$ cat config.mk
export PLATFORM = sky130hd
export DESIGN_NAME = cap_fold_unit
export DESIGN_NICKNAME = d
export VERILOG_FILES = /design/src/rtl/cap_fold_pkg.sv /design/src/rtl/cap_tick_counter.sv /design/src/rtl/cap_frame_seq.sv /design/src/rtl/cap_fold_packer.sv /design/src/rtl/cap_fold_unit.sv
export SDC_FILE = /design/constraint.sdc
export NUM_CORES = 1
export LEC_CHECK = 0
export BUFFER_PORTS_ARGS = -buffer_cell sky130_fd_sc_hd__buf_2
export CAP_MARGIN = 20
export CORE_MARGIN = 8
export CORE_UTILIZATION = 53
export DETAILED_ROUTE_END_ITERATION = 12
export PLACE_DENSITY = 0.76
export REMOVE_ABC_BUFFERS = 1
export SKIP_LAST_GASP = 1
export SYNTH_ARGS = -nofsm -noshare
export SYNTH_HDL_FRONTEND = slang
export SYNTH_SLANG_ARGS = --single-unit
$ cat constraint.sdc
create_clock -name clk -period 3.3 [get_ports clk]
set_input_delay 0.495 -clock clk [delete_from_list [all_inputs] [get_ports clk]]
set_output_delay 0.495 -clock clk [all_outputs]
set_load 0.02 [all_outputs]
$ cat src/rtl/cap_fold_pkg.sv
package cap_fold_pkg;

   localparam int FOLD_DEPTH = 4;

   typedef enum logic [1:0] {
      FOLD_1X  = 2'b00,
      FOLD_2X  = 2'b01,
      FOLD_4X  = 2'b10,
      FOLD_ALT = 2'b11
   } fold_mode_e;

   // tick of the frame at which a lane is filled
   function automatic logic [1:0] lane_load_phase(fold_mode_e m, int lane);
      case (m)
         FOLD_2X: return (lane < 2) ? 2'd0 : 2'd2;
         FOLD_4X: return 2'(lane);
         default: return 2'd0;
      endcase
   endfunction

   // which input lane feeds a given store lane
   function automatic int lane_source(fold_mode_e m, int lane);
      case (m)
         FOLD_2X: return lane % 2;
         FOLD_4X: return 0;
         default: return lane;
      endcase
   endfunction

endpackage

$ cat src/rtl/cap_tick_counter.sv
module cap_tick_counter #(
   parameter int TS_W = 51
) (
   input  logic            clk,
   input  logic            rst_n,
   input  logic            clr,
   output logic [TS_W-1:0] ts
);
   always_ff @(posedge clk or negedge rst_n) begin
      if (!rst_n)   ts <= '0;
      else if (clr) ts <= '0;
      else          ts <= ts + TS_W'(1);
   end
endmodule

$ cat src/rtl/cap_frame_seq.sv
module cap_frame_seq
   import cap_fold_pkg::*;
(
   input  logic       clk,
   input  logic       rst_n,
   input  logic       clr,
   input  logic [1:0] mode_in,
   output logic [1:0] phase,
   output fold_mode_e mode_cur,
   output logic       frame_ok
);
   fold_mode_e act_q;
   logic       chg_q;
   logic       chg_now;

   always_comb begin
      mode_cur = (phase == 2'd0) ? fold_mode_e'(mode_in) : act_q;
      chg_now  = (phase != 2'd0) && (mode_in != act_q);
      frame_ok = (phase == 2'd3) && !chg_q && !chg_now;
   end

   always_ff @(posedge clk or negedge rst_n) begin
      if (!rst_n) begin
         phase <= 2'd0;
         act_q <= FOLD_1X;
         chg_q <= 1'b0;
      end else if (clr) begin
         phase <= 2'd0;
         chg_q <= 1'b0;
      end else begin
         phase <= phase + 2'd1;
         if (phase == 2'd0) begin
            act_q <= fold_mode_e'(mode_in);
            chg_q <= 1'b0;
         end else if (chg_now) begin
            chg_q <= 1'b1;
         end
      end
   end
endmodule

$ cat src/rtl/cap_fold_packer.sv
module cap_fold_packer
   import cap_fold_pkg::*;
#(
   parameter int NCH = 16
) (
   input  logic           clk,
   input  logic           rst_n,
   input  logic [1:0]     phase,
   input  fold_mode_e     mode_cur,
   input  logic [NCH-1:0] probe,
   output logic [NCH-1:0] word_now
);
   localparam int LW = NCH / FOLD_DEPTH;

   for (genvar g = 0; g < FOLD_DEPTH; g++) begin : g_lane
      logic [LW-1:0] hold_q;
      logic [LW-1:0] slice;
      logic          load;

      always_comb begin
         load  = (phase == lane_load_phase(mode_cur, g));
         slice = probe[lane_source(mode_cur, g)*LW +: LW];
      end

      always_ff @(posedge clk or negedge rst_n) begin
         if (!rst_n)    hold_q <= '0;
         else if (load) hold_q <= slice;
      end

      assign word_now[g*LW +: LW] = load ? slice : hold_q;
   end
endmodule

$ cat src/rtl/cap_fold_unit.sv
module cap_fold_unit
   import cap_fold_pkg::*;
#(
   parameter int NCH  = 16,
   parameter int TS_W = 51
) (
   input  logic            clk,
   input  logic            rst_n,
   input  logic            ts_clr,
   input  logic [1:0]      fold_mode,
   input  logic            gate_en,
   input  logic            store_qual,
   input  logic [NCH-1:0]  probe,
   output logic            wr_valid,
   output logic [NCH-1:0]  wr_data,
   output logic [TS_W-1:0] wr_ts
);
   if (NCH % FOLD_DEPTH != 0 || NCH < FOLD_DEPTH) begin : g_bad_nch
      $error("NCH must be a positive multiple of the fold depth");
   end
   if (TS_W < 2 || TS_W > 64) begin : g_bad_ts
      $error("TS_W must lie between 2 and 64");
   end

   logic [TS_W-1:0] ts_now;
   logic [TS_W-1:0] frame_ts;
   logic [1:0]      seq_phase;
   fold_mode_e      mode_cur;
   logic            frame_ok;
   logic [NCH-1:0]  word_now;
   logic            do_write;

   cap_tick_counter #(.TS_W(TS_W)) u_ticks (
      .clk(clk), .rst_n(rst_n), .clr(ts_clr), .ts(ts_now)
   );

   cap_frame_seq u_seq (
      .clk(clk), .rst_n(rst_n), .clr(ts_clr), .mode_in(fold_mode),
      .phase(seq_phase), .mode_cur(mode_cur), .frame_ok(frame_ok)
   );

   cap_fold_packer #(.NCH(NCH)) u_pack (
      .clk(clk), .rst_n(rst_n), .phase(seq_phase), .mode_cur(mode_cur),
      .probe(probe), .word_now(word_now)
   );

   assign do_write = !ts_clr && frame_ok && (!gate_en || store_qual);

   always_ff @(posedge clk or negedge rst_n) begin
      if (!rst_n) begin
         frame_ts <= '0;
         wr_valid <= 1'b0;
         wr_data  <= '0;
         wr_ts    <= '0;
      end else begin
         wr_valid <= do_write;
         if (!ts_clr && seq_phase == 2'd0) frame_ts <= ts_now;
         if (do_write) begin
            wr_data <= word_now;
            wr_ts   <= frame_ts;
         end
      end
   end
endmodule


=== Yosys cells after proc, flatten, opt, wreduce, memory -nomap -nowiden ===
Cells that the tools add are included.
Widths: inputs -> output; s select.

* Flip-flop bits (word level): 191
* Bits of input ports: 23
* Output and inout port bits: 68
* Logic and storage cells: 55

* Add/sub/neg operators: 2
* Equal/unequal tests: 7
* Shift operators: 3
* Multiplexer cells: 16
* Reduce and logical (&&, ||, !) cells: 15

{| class="wikitable"
|+ Operators with widths
! operator !! number
|-
| $add 51x1->51 const B || 1
|-
| $mux 51 || 1
|-
| $shiftx 16x5->4 || 2
|-
| $mux 4 || 4
|-
| $shiftx 16x4->4 || 1
|-
| $mux 2 || 4
|-
| $pmux 2 s2 || 2
|-
| $eq 2x2->1 || 3
|-
| $logic_and 1x1->1 || 6
|-
| $mux 1 || 5
|-
| $eq 2x2->1 const B || 2
|-
| $logic_not 1->1 || 4
|-
| $reduce_bool 3->1 || 1
|-
| $add 2x1->2 const B || 1
|-
| $eq 2x1->1 const B || 1
|-
| $logic_not 2->1 || 1
|-
| $ne 2x2->1 || 1
|-
| $reduce_bool 2->1 || 1
|-
| $reduce_or 2->1 || 1
|-
| $logic_or 1x1->1 || 1
|}

=== Logic depth before layout (Yosys ltp) ===
* Depth in word-level cells: 7
* Mapped depth: 11
* Mapped depth without buffers: 8

=== Modules after synthesis ===
A second synthesis with hierarchy kept.

* Cells, all modules: 636
* Area total of the unflattened synthesis: 8235.4 um^2

{| class="wikitable"
|+ By module, submodules not included
! module !! times used !! cells an instance !! area each (um^2) !! sequential area each (um^2)
|-
| cap_fold_unit || 1 || 252 || 4410.5 || 2977.9
|-
| cap_tick_counter || 1 || 285 || 2618.8 || 1276.2
|-
| cap_fold_packer || 1 || 78 || 943.4 || 400.4
|-
| cap_frame_seq || 1 || 21 || 262.8 || 125.1
|}

=== Worst setup path after synthesis ===
OpenSTA, ideal clock, no wires.

* Path kind: register to register
* Start point: register u_seq.phase[1]
* End point: register wr_data[12]
* Setup time: 125 ps
* Arrival time: 3167 ps
* Data required time: 3175 ps
* Path slack: 9 ps
* Stages on the path, launching flop included: 12
* Buffers on the path: 3
* Period minus slack after synthesis: 3291 ps
* Cell sequence: dfrtp_1 clkbuf_1 clkinv_1 ha_1 clkbuf_1 mux2_2 ha_1 buf_2 xnor2_1 nor2_1 mux2_2 mux2_2

* Cells in the longest elaborated chain, start to end: 6
* Elaborated cells between the ends (all ways): 17
* Classes of those cells: 4 x eq/ne; 1 x shift; 4 x mux; 8 x reduce/logical

{| class="wikitable"
|+ RTL lines
! item !! RTL line !! source
|-
| start, declared || cap_frame_seq.sv:8 || <nowiki>output logic [1:0] phase,</nowiki>
|-
| start signal, assigned || cap_frame_seq.sv:31 || <nowiki>phase <= phase + 2'd1;</nowiki>
|-
| $logic_not 2->1 * || cap_frame_seq.sv:17 || <nowiki>mode_cur = (phase == 2'd0) ? fold_mode_e'(mode_in) : act_q;</nowiki>
|-
| $mux 2 * || cap_frame_seq.sv:17 ||
|-
| net mode_cur[1] || cap_fold_unit.sv:28 || <nowiki>fold_mode_e mode_cur;</nowiki>
|-
| $eq 2x2->1 / $eq 2x1->1 (equally long branches) || cap_fold_pkg.sv:14, cap_fold_pkg.sv:23 ||
|-
| $pmux 2 s2 (on tied branches) || cap_fold_pkg.sv:23, cap_fold_pkg.sv:14 ||
|-
| $shiftx 16x5->4 / $eq 2x2->1 (equally long branches) || cap_fold_packer.sv:22, cap_fold_packer.sv:21 ||
|-
| $mux 4 * || cap_fold_packer.sv:30 || <nowiki>assign word_now[g*LW +: LW] = load ? slice : hold_q;</nowiki>
|-
| net u_pack.word_now[12] || cap_fold_packer.sv:11 || <nowiki>output logic [NCH-1:0] word_now</nowiki>
|-
| end signal, assigned || cap_fold_unit.sv:59 || <nowiki>wr_data <= word_now;</nowiki>
|-
| end, declared || cap_fold_unit.sv:15 || <nowiki>output logic [NCH-1:0] wr_data,</nowiki>
|}

The timed path passes the listed nets; every way through them passes the cells marked *.
A chain may end at the register's enable or synchronous reset.

=== Final worst setup path ===
* Start point: register u_seq.phase[1]
* End point: register wr_data[15]

* Cells in the longest elaborated chain, start to end: 6
* Elaborated cells between the ends (all ways): 17
* Classes of those cells: 4 x eq/ne; 1 x shift; 4 x mux; 8 x reduce/logical

{| class="wikitable"
|+ RTL lines
! item !! RTL line
|-
| $logic_not 2->1 || cap_frame_seq.sv:17
|-
| $mux 2 || cap_frame_seq.sv:17
|-
| $eq 2x2->1 / $eq 2x1->1 (equally long branches) || cap_fold_pkg.sv:14, cap_fold_pkg.sv:23
|-
| $pmux 2 s2 (on tied branches) || cap_fold_pkg.sv:23, cap_fold_pkg.sv:14
|-
| $shiftx 16x5->4 / $eq 2x2->1 (equally long branches) || cap_fold_packer.sv:22, cap_fold_packer.sv:21
|-
| $mux 4 * || cap_fold_packer.sv:30
|-
| net u_pack.word_now[15] || cap_fold_packer.sv:11
|}

Marked as above.

==> summary.txt <==
Synthesis
  – Mean post-synth cell area: approximately 13 um2
  – Cell Area, Synth: 8160 um2
  – Distinct cell type count after synthesis: 41
  – Asr flop ratio synth: 1.00
  – Top_reg_cell synth: dfrtp_1
  – Sequential area share after synthesis: 0.586
  – EDFF count, synth: 0
  – Number of synthesized register bits: about 190
  – Synthesized instance count: 642
  – Ys Warns: 0

Die
  – Die width: 140 um
  – Core area: 15100 um2
  – Die Ht: 140 um
  – Starting Density: 0.538
  – Num rows: 45
  – Total Die Area: roughly 20000 um2
  – IO Pins: 91

STA
  – Crit share post-route: 0.931
  – Slew headroom: 0.430
  – Unrepaired setup endpoints after global routing: false
  – Hold_ws: 0.177 ns
  – Final Setup Violations: 0
  – Clock Skews: 0.00706 ns
  – Max Transition Viols Final: 0
  – Worst setup slack after layout: 0.227 ns
  – Setup TNS: 0 ns
  – F_max: 325 MHz
  – Min cycle time layout: 3.07 ns
  – Worst-Margin Slew: 0.847 ns
  – Hold Fails Final Rpt: 0

Finish
  – Commonest non-fill, non-tap cell in the layout: dfrtp_1
  – Register Area: 4780 um2
  – Area taken by multi-input logic gates: 3220 um2
  – Layout filler cell count: 1168
  – Final Cell Area: 9390 um2
  – Share of cells above drive strength 1: 0.357
  – Commonest non-fill, non-tap cells in the layout: 191 x dfrtp_1, 123 x mux2_2, 89 x buf_2
  – NumNets Final: 757
  – Area growth from synthesis to layout: 15.1%
  – Ant. Diodes: 0
  – Fin util: 0.620

Setup path
  – CP Capture Type: flip-flop
  – Worst path slowest cell: ha_1
  – Crit Path Class: flip-flop to flip-flop
  – Buf/Inv on CP: 2
  – CP Max Fanout: 13
  – Critical Path Source Type: flip-flop
  – CP Cell Sequence: clkinv_1 -> ha_1 -> buf_4 -> mux2i_1 -> ha_1 -> mux4_2 -> mux2_2 -> mux2_2
  – CP arrival: 3.38 ns
  – Kind of cell adding the most delay to the critical path: multiplexers
  – WP data required: 3.61 ns
  – CP max stage delay: between 0.6 and 0.7 ns

Power
  – Worst vdd ir: approximately 350 uV
  – Internal: between 4000 and 5000 uW
  – Logic gate share of total power: 0.147
  – Sequential share of power: 0.485
  – Lkg Pwr: 0.00453 uW
  – Net switching power: 1410 uW
  – Sw frac: 0.258
  – Power density over cell area: 583 nW/um2
  – Clock power frac: 0.368

Worst hold path
  – Hold Crit Class: primary input to async pin

Clock network
  – Setup Fix Bufs, Post-CTS: 0
  – CTS tree: built
  – Root Driver: clkbuf_16
  – Latest clock arrival within the worst-skew pair: 0.42 ns
  – Post-cts sizing count: 0
  – Clk slew on worst S/H paths: 0.07 ns
  – Hold buffers post-CTS: 0
  – CTS buffer count: 17
  – CTS HTree Levels: 4
  – Max Root-Sink Buffers: 2
  – # clock sinks: 191

Route
  – Met2 WL: roughly 7.9 mm
  – Met3 wire length: 770 um
  – Uppermost layer routed: met4
  – Antenna viol nets, final: 0
  – Routed vias: between 5000 and 6000
  – WL/cell: 17.6 um
  – First DRT Iteration DRCs: 365
  – Vias/cell: 5.72
  – DRC viols: 0
  – WL met1: 7.45 mm
  – TritonRoute pass-1 iters: 5
  – Final wirelength: 16.4 mm

Placed design
  – PortBufs: 90
  – Placer congestion estimate: slightly below 0.8
  – Pre-CTS setup slack: 0.268 ns
  – Placed cell area: 8810 um2
  – Post-DP HPWL: 11.1 mm

Global routing
  – Gr usage total: 0.174
  – Vias in the first global route: 5568
  – First-pass GRT wire length: 27.9 mm
  – Largest net degree at the start of global routing: 110
  – GRT overflow: 0
  – Initial antenna violation count: 0

Status
  – Outcome: finished clean

Run
  – Max_cap viols: 0
-- area by class of cell --
cell class | instances | area share
Clock buffer | 22 | 0.0505
Tap cell | 188 | 0.0251
Inverter | 8 | 0.00320
Clock inverter | 9 | 0.0116
Multi-Input combinational cell | 414 | 0.343
Sequential cell | 191 | 0.509
Timing Repair Buffer | 98 | 0.0580
-- state kept, by name (all words and copies together), names as in the netlist --
name                  count
frame_ts                 51
u_pack.g_lane.hold_q     16
u_seq.act_q               2
u_seq.chg_q               1
u_seq.phase               2
u_ticks.ts               51
wr_data                  16
wr_ts                    51
wr_valid                  1
-- logic make-up (layout without fill, tap and decap cells) --
logic type | count (synthesis) | after routing | share of synthesized area
DFF | 191 | 191 | 0.586
adders and majority gates | 4 | 4 | 0.00614
and+or+nand+nor | 174 | 174 | 0.115
xor gates and xnor gates | 37 | 37 | 0.0397
muxes | 128 | 128 | 0.182
AOI/OAI and AO/OA | 71 | 71 | 0.0503
buffers and inverters | 37 | 137 | 0.0207
-- worst paths after layout --
| kind | startpoint | end | slack [ns] | depth (start not counted) |
|---|---|---|---|---|
| min in group clk | fold_mode[0] | u_seq.act_q[0] | 0.37 | 2 |
| max | u_seq.phase[1] | wr_data[15] | 0.23 | 8 |
| min reg2reg | frame_ts[12] | frame_ts[12] | 0.48 | 2 |
| min | rst_n | wr_data[7] | 0.18 | 1 |
| max in group asynchronous | rst_n | frame_ts[15] | 2.26 | 2 |
| max reg2reg | u_seq.phase[1] | wr_data[15] | 0.23 | 8 |
-- power groups by stage --
stage               clock, uW  sequential (uW)  combinational [uW]
floorplan                   0             2810                 384
global placement            0             2690                 784
global route             2140             2670                 873
CTS                      2060             2660                 817
finish                   2010             2660                 802
detailed placement          0             2700                 815
-- synthesized netlist by cell type (2+ instances only) --
master / n / area [um2]
a21oi_1: 24 / 120
and3_1: 7 / 43.8
buf_1: 4 / 15.0
buf_2: 4 / 20.0
buf_6: 2 / 22.5
clkbuf_1: 18 / 67.6
dfrtp_1: 191 / 4780
ha_1: 4 / 50.1
inv_1: 7 / 26.3
mux2_2: 123 / 1390
mux4_2: 4 / 90.1
nand2_1: 27 / 101
nand2b_1: 2 / 12.5
nand3_1: 22 / 110
nand4_1: 20 / 125
nor2_1: 51 / 191
nor2b_1: 5 / 31.3
nor3_1: 7 / 35.0
nor4_1: 3 / 18.8
nor4_4: 3 / 63.8
o21ai_0: 21 / 105
o22a_1: 5 / 43.8
o22ai_1: 15 / 93.8
o31ai_1: 5 / 37.5
or3_1: 13 / 81.3
or4_1: 5 / 37.5
xnor2_1: 16 / 140
xor2_1: 21 / 184
-- layer usage --
| metal | vias up | global-route usage |
|---|---|---|
| li1 | 2471 | - |
| met1 | 2706 | 0.221 |
| met2 | 121 | 0.284 |
| met3 | 23 | 0.0462 |
| met4 | 0 | 0.0600 |
| met5 | - | 0 |
-- per-stage QoR --
stage	total power, uW	instances
floorplan	3200	613
global placement	3470	899
detailed placement	3510	899
CTS	5530	930
global route	5690	930
finish	5470	930
-- worst reg2reg max path, cell delays in order, from the launching register on --
cell and delay (ns):
dfrtp_1 0.35, clkinv_1 0.24, ha_1 0.30, buf_4 0.18
mux2i_1 0.14, ha_1 0.63, mux4_2 0.57, mux2_2 0.29
mux2_2 0.26
Power figures use the tool's default switching activity.
